===== src/rtl/ldst_pkg.sv =====
package ldst_pkg;

  localparam int WORD_W     = 16;
  localparam int OPC_W      = 4;
  localparam int REGSEL_W   = 3;
  localparam int OFF_PC_W   = 9;
  localparam int OFF_BASE_W = 6;

  localparam int OPC_LSB    = WORD_W - OPC_W;
  localparam int DST_LSB    = OPC_LSB - REGSEL_W;
  localparam int BASE_LSB   = DST_LSB - REGSEL_W;

  typedef enum logic [OPC_W-1:0] {
    OP_LD_PC   = 4'b0010,
    OP_ST_PC   = 4'b0011,
    OP_LD_BASE = 4'b0110,
    OP_ST_BASE = 4'b0111,
    OP_LD_IND  = 4'b1010,
    OP_ST_IND  = 4'b1011,
    OP_LEA     = 4'b1110
  } opcode_e;

  typedef enum logic [2:0] {
    AM_PCREL,
    AM_BASE,
    AM_INDIR,
    AM_LEA,
    AM_NONE
  } amode_e;

  typedef enum logic [2:0] {
    SQ_IDLE,
    SQ_ADDR,
    SQ_MEM1,
    SQ_MEM2,
    SQ_WB,
    SQ_DONE
  } seq_state_e;

  typedef struct packed {
    logic   legal;
    amode_e mode;
    logic   is_store;
  } dec_t;

  function automatic logic [WORD_W-1:0] sext_pc(input logic [OFF_PC_W-1:0] f);
    return {{(WORD_W-OFF_PC_W){f[OFF_PC_W-1]}}, f};
  endfunction

  function automatic logic [WORD_W-1:0] sext_base(input logic [OFF_BASE_W-1:0] f);
    return {{(WORD_W-OFF_BASE_W){f[OFF_BASE_W-1]}}, f};
  endfunction

  function automatic logic [WORD_W-1:0] wrap_add(input logic [WORD_W-1:0] a,
                                                 input logic [WORD_W-1:0] b);
    return a + b;
  endfunction

endpackage


===== src/rtl/ldst_decode.sv =====
module ldst_decode
  import ldst_pkg::*;
(
  input  logic [OPC_W-1:0] opc,
  output dec_t             dec
);

  always_comb begin
    dec = '{legal: 1'b1, mode: AM_NONE, is_store: 1'b0};
    unique case (opc)
      OP_LD_PC:   dec.mode = AM_PCREL;
      OP_ST_PC:   begin dec.mode = AM_PCREL; dec.is_store = 1'b1; end
      OP_LD_BASE: dec.mode = AM_BASE;
      OP_ST_BASE: begin dec.mode = AM_BASE;  dec.is_store = 1'b1; end
      OP_LD_IND:  dec.mode = AM_INDIR;
      OP_ST_IND:  begin dec.mode = AM_INDIR; dec.is_store = 1'b1; end
      OP_LEA:     dec.mode = AM_LEA;
      default:    dec.legal = 1'b0;
    endcase
  end

endmodule


===== src/rtl/ldst_agen.sv =====
module ldst_agen
  import ldst_pkg::*;
(
  input  amode_e            mode,
  input  logic [OFF_PC_W-1:0] offs,
  input  logic [WORD_W-1:0] pc,
  input  logic [WORD_W-1:0] base,
  output logic [WORD_W-1:0] ea
);

  logic [WORD_W-1:0] opa;
  logic [WORD_W-1:0] opb;

  // a single adder serves every form; only its operands are steered
  always_comb begin
    if (mode == AM_BASE) begin
      opa = base;
      opb = sext_base(offs[OFF_BASE_W-1:0]);
    end else begin
      opa = pc;
      opb = sext_pc(offs);
    end
    ea = wrap_add(opa, opb);
  end

endmodule


===== src/rtl/ldst_seq.sv =====
module ldst_seq
  import ldst_pkg::*;
(
  input  logic                clk,
  input  logic                rst_n,
  input  logic                start,
  input  logic [WORD_W-1:0]   instr,
  input  logic [WORD_W-1:0]   pc_next,
  output logic [REGSEL_W-1:0] src_sel,
  input  logic [WORD_W-1:0]   src_data,
  output logic [REGSEL_W-1:0] base_sel,
  input  logic [WORD_W-1:0]   base_data,
  output logic                mem_req,
  output logic                mem_we,
  output logic [WORD_W-1:0]   mem_addr,
  output logic [WORD_W-1:0]   mem_wdata,
  input  logic [WORD_W-1:0]   mem_rdata,
  input  logic                mem_ready,
  output logic                wb_en,
  output logic [REGSEL_W-1:0] wb_sel,
  output logic [WORD_W-1:0]   wb_data,
  output logic                busy,
  output logic                done,
  output logic                illegal
);

  seq_state_e        state_q;
  logic [WORD_W-1:0] ir_q;
  logic [WORD_W-1:0] pc_q;
  logic [WORD_W-1:0] addr_q;
  logic [WORD_W-1:0] data_q;
  logic              illegal_q;

  // decode the incoming word while idle, the held word otherwise
  logic [WORD_W-1:0] dec_word;
  dec_t              dec;
  logic [WORD_W-1:0] ea;

  assign dec_word = (state_q == SQ_IDLE) ? instr : ir_q;

  ldst_decode u_dec (
    .opc (dec_word[WORD_W-1 -: OPC_W]),
    .dec (dec)
  );

  ldst_agen u_agen (
    .mode (dec.mode),
    .offs (ir_q[OFF_PC_W-1:0]),
    .pc   (pc_q),
    .base (base_data),
    .ea   (ea)
  );

  // named internal events, used by the bound checker
  logic   ev_accept;
  logic   ev_reject;
  logic   ev_hs;
  logic   ev_final_store;
  amode_e cur_mode;
  logic   cur_store;

  assign ev_accept      = start && (state_q == SQ_IDLE) && dec.legal;
  assign ev_reject      = start && (state_q == SQ_IDLE) && !dec.legal;
  assign ev_hs          = mem_req && mem_ready;
  assign ev_final_store = ev_hs && (state_q == SQ_MEM2) && dec.is_store;
  assign cur_mode       = dec.mode;
  assign cur_store      = dec.is_store;

  always_ff @(posedge clk) begin
    if (!rst_n) begin
      state_q   <= SQ_IDLE;
      ir_q      <= '0;
      pc_q      <= '0;
      addr_q    <= '0;
      data_q    <= '0;
      illegal_q <= 1'b0;
    end else begin
      illegal_q <= ev_reject;
      unique case (state_q)
        SQ_IDLE: begin
          if (ev_accept) begin
            ir_q    <= instr;
            pc_q    <= pc_next;
            state_q <= SQ_ADDR;
          end
        end
        SQ_ADDR: begin
          addr_q <= ea;
          if (dec.mode == AM_LEA) begin
            data_q  <= ea;
            state_q <= SQ_WB;
          end else begin
            data_q  <= src_data;
            state_q <= (dec.mode == AM_INDIR) ? SQ_MEM1 : SQ_MEM2;
          end
        end
        SQ_MEM1: begin
          if (ev_hs) begin
            addr_q  <= mem_rdata;
            state_q <= SQ_MEM2;
          end
        end
        SQ_MEM2: begin
          if (ev_hs) begin
            if (dec.is_store) begin
              state_q <= SQ_DONE;
            end else begin
              data_q  <= mem_rdata;
              state_q <= SQ_WB;
            end
          end
        end
        SQ_WB:   state_q <= SQ_DONE;
        SQ_DONE: state_q <= SQ_IDLE;
        default: state_q <= SQ_IDLE;
      endcase
    end
  end

  assign src_sel   = ir_q[DST_LSB +: REGSEL_W];
  assign base_sel  = ir_q[BASE_LSB +: REGSEL_W];
  assign mem_req   = (state_q == SQ_MEM1) || (state_q == SQ_MEM2);
  assign mem_we    = (state_q == SQ_MEM2) && dec.is_store;
  assign mem_addr  = addr_q;
  assign mem_wdata = data_q;
  assign wb_en     = (state_q == SQ_WB);
  assign wb_sel    = ir_q[DST_LSB +: REGSEL_W];
  assign wb_data   = data_q;
  assign busy      = (state_q != SQ_IDLE);
  assign done      = (state_q == SQ_DONE);
  assign illegal   = illegal_q;

endmodule


===== config.mk =====
export PLATFORM = sky130hd
export DESIGN_NAME = ldst_seq
export DESIGN_NICKNAME = d
export VERILOG_FILES = /design/src/rtl/ldst_pkg.sv /design/src/rtl/ldst_decode.sv /design/src/rtl/ldst_agen.sv /design/src/rtl/ldst_seq.sv
export SDC_FILE = /design/constraint.sdc
export NUM_CORES = 1
export LEC_CHECK = 0
export CAP_MARGIN = 15
export CORE_ASPECT_RATIO = 0.5
export CORE_MARGIN = 2
export CORE_UTILIZATION = 55
export CTS_CLUSTER_DIAMETER = 120
export DETAILED_ROUTE_END_ITERATION = 8
export DONT_BUFFER_PORTS = 1
export GPL_ROUTABILITY_DRIVEN = 0
export HOLD_SLACK_MARGIN = 0.08
export PLACE_DENSITY = 0.7
export SYNTH_ARGS = -nofsm -noshare
export SYNTH_HDL_FRONTEND = slang
export SYNTH_SLANG_ARGS = --single-unit

===== constraint.sdc =====
create_clock -name clk -period 5.9 [get_ports clk]
set_clock_uncertainty 0.2 [all_clocks]
set_input_delay 0.59 -clock clk [delete_from_list [all_inputs] [get_ports clk]]
set_output_delay 0.59 -clock clk [all_outputs]
set_load 0.05 [all_outputs]

==> flow_summary.json <==
{
  "worst_pin_slew_ps": 1060,
  "async_flop_share_pct": 0,
  "wire_per_inst_um": 18.4,
  "antenna_cells": 0,
  "cts_root_buffer": "clkbuf_16",
  "fin_cells": 607,
  "setup_viol": 0,
  "fillCellCount": 686,
  "routed_wl_mm": 11.1,
  "die_h_um": 65.8,
  "drive_above_1_share_pct": 9.00,
  "finalNetCount": 604,
  "status": "completed",
  "first_pass_iters": 5,
  "r2r_slack_ps": 1290,
  "clkLatencyLatePin_ps": 340,
  "worst_setup_path_end_kind": "register",
  "crit_path_start_kind": "register",
  "cts_tree": "built",
  "synth_top_area_share_pct": 32.4,
  "netlist_top_cells_area": "dfxtp_1 32%, nand2_1 10%, a21oi_1 7.5%, buf_4 4.6%, nor2_1 3.9%",
  "yosys.area_share.xor_xnor_pct": 3.96,
  "synth-simple-area-share_pct": 20.9,
  "leakage_nw": 1.69,
  "final_util_pct": 59.2,
  "holdBufCountCts": 0,
  "worstPathRequired_ps": 5890,
  "critPathKind": "register to register",
  "hold_viol_final": 0,
  "grt_pass1_wl_mm": 17.4,
  "ant_nets": 0,
  "synth_edf_count": 0,
  "ys_types": 51,
  "r2r_cells": 14,
  "synth.most_common_cell": "nand2_1",
  "critPathArrivalTime_ps": 4600,
  "initialDrtViolationCount": 299,
  "synth_top_family_by_area": "compound AO/OA/AOI/OAI gates",
  "dpl.hpwl_mm": 8.04,
  "r2r-end": "mem_wdata[14]$_SDFFE_PN0P_",
  "slew_viol_final": 0,
  "synth_compound_area_share_pct": 22.7,
  "synth_area_leader_cell": "dfxtp_1",
  "muxShareOfSynthArea_pct": 6.67,
  "grt_overflow_total": 0,
  "min_period_over_period_pct": 78.1,
  "die_x_um": 128,
  "yosysSeqAreaShare_pct": 32.4,
  "row_count": 22,
  "hold_end": "state_q[0]$_SDFFE_PN0P_",
  "first_global_vias": 3217,
  "antenna_found_initial": 0,
  "yosys-top-cells-count": "114 x nand2_1, 68 x dfxtp_1, 63 x a21oi_1",
  "setup_ws_ps": 1290,
  "post_cts_buffers": 0,
  "holdPathStages": 1,
  "cts_buffers": 9,
  "synth_ff_type": "dfxtp_1",
  "rsz0062_at_grt": "no",
  "die_area_um2": 8390,
  "vias": 3687,
  "min_period_ps": 4610,
  "min_from": "rst_n",
  "r2r_start": "state_q[0]$_SDFFE_PN0P_",
  "dp_cells": 591,
  "area_delta_synth_final_pct": 3.69,
  "grt_max_degree": 58,
  "fmax_ghz": 0.217,
  "synth_area_um2": 4200,
  "clkTransAtPathRegs_ps": 60,
  "syn_nets": 648,
  "worst_hold_path_type": "primary input to register",
  "place_ws_ps": 1320,
  "synth_cells": 550,
  "crit_fanout": 26,
  "cts_resized": 0,
  "slew-limit-headroom_pct": 29.4,
  "synthAdderAreaFrac_pct": 4.59,
  "io_buffer_count": 0,
  "syn_avg_cell_area_um2": 7.63,
  "start_util_pct": 57.1,
  "ys_seq_elements": 68,
  "ir_drop_uv": 213,
  "cap_violations": 0,
  "grt_usage_pct": 27.1,
  "tns_ps": 0,
  "p_per_area_nw_per_um2": 499,
  "vias_per_cell": 6.07,
  "yosys_warnings": 0,
  "h-tree-depth": 3,
  "drc": 0,
  "coreArea_um2": 7350,
  "cts.sinks": 68,
  "ctsLongestPathBuffers": 2,
  "ioPinCount": 147
}
report_power, final:
group | total, mW | internal [mW] | switching [mW]
clock | 0.573 | 0.364 | 0.209
combinational | 0.591 | 0.206 | 0.385
sequential | 1.01 | 0.553 | 0.454
worst max-delay path: stages (launching register included):
cell and delay, ps:
dfxtp_1 670, nor3_4 100, inv_2 290, mux2i_4 330, buf_4 340, mux2_2 380
ha_1 340, a21oi_1 210, o211ai_1 150, o31ai_1 400, nor2_1 80, o31a_1 300
a41oi_1 250, xor2_1 300, a221oi_1 130
cell type report:
cell class	instances	area, um^2	area share (%)
multi-input combinational	410	2470	56.8
sequential	68	1360	31.3
clock buffer	12	267	6.12
tap	96	120	2.76
clock inverter	4	55.1	1.26
inverter	13	48.8	1.12
timing repair buffer	4	30.0	0.690
cell usage in the layout (no fill, tap or decap), types with 3 or more instances in the layout:
cell / n
or2_2: 4
nor3_1: 3
a21oi_1: 63
a221oi_1: 4
mux2_2: 14
clkbuf_8: 3
clkbuf_16: 9
o31ai_1: 3
nand2b_1: 3
xnor2_1: 12
nand3_1: 13
buf_4: 4
nand4_1: 4
dfxtp_1: 68
o211ai_1: 14
inv_1: 11
mux2i_1: 10
a21o_1: 6
nor2_1: 43
ha_1: 13
o21bai_1: 3
o21ai_0: 17
or3_1: 4
nand3b_1: 7
a311oi_1: 13
o21a_1: 4
a211oi_1: 6
nand2_1: 114
xor2_1: 7
cells by family (layout without fill, tap and decap cells):
family	Yosys count	count (layout)
compound gates	148	148
xor+xnor	19	19
fa+ha+maj	15	15
buf+inv	72	33
flops	68	68
mux	25	25
simple gates	203	203
state kept, by name (all words and copies together), names as in the netlist:
name / count
illegal: 1
ir_q: 16
mem_addr: 16
mem_wdata: 16
pc_q: 16
state_q: 3
routing by layer:
layer / vias up / global-route usage, % / routed length (um)
li1: 1823 / - / -
met5: - / 0 / 0
met3: 12 / 10.6 / 1240
met1: 1705 / 39.9 / 5500
met4: 0 / 8.65 / 119
met2: 147 / 35.3 / 4290
worst max path at each step:
stage | startpoint | endpoint
after floorplan | state_q[0]$_SDFFE_PN0P_ | mem_wdata[14]$_SDFFE_PN0P_
after global placement | state_q[0]$_SDFFE_PN0P_ | mem_wdata[14]$_SDFFE_PN0P_
after detailed placement | state_q[0]$_SDFFE_PN0P_ | mem_wdata[14]$_SDFFE_PN0P_
after CTS | state_q[0]$_SDFFE_PN0P_ | mem_wdata[14]$_SDFFE_PN0P_
after global routing | state_q[0]$_SDFFE_PN0P_ | mem_wdata[14]$_SDFFE_PN0P_
final | state_q[0]$_SDFFE_PN0P_ | mem_wdata[14]$_SDFFE_PN0P_
through the flow:
step	power, mW	instance area, um^2	hold slack (ps)
global route	2.28	4350	167
floorplan	1.50	4200	234
detailed placement	1.60	4030	246
CTS	2.18	4350	153
finish	2.17	4350	173
global placement	1.59	4030	241
Power figures use the tool's default switching activity.
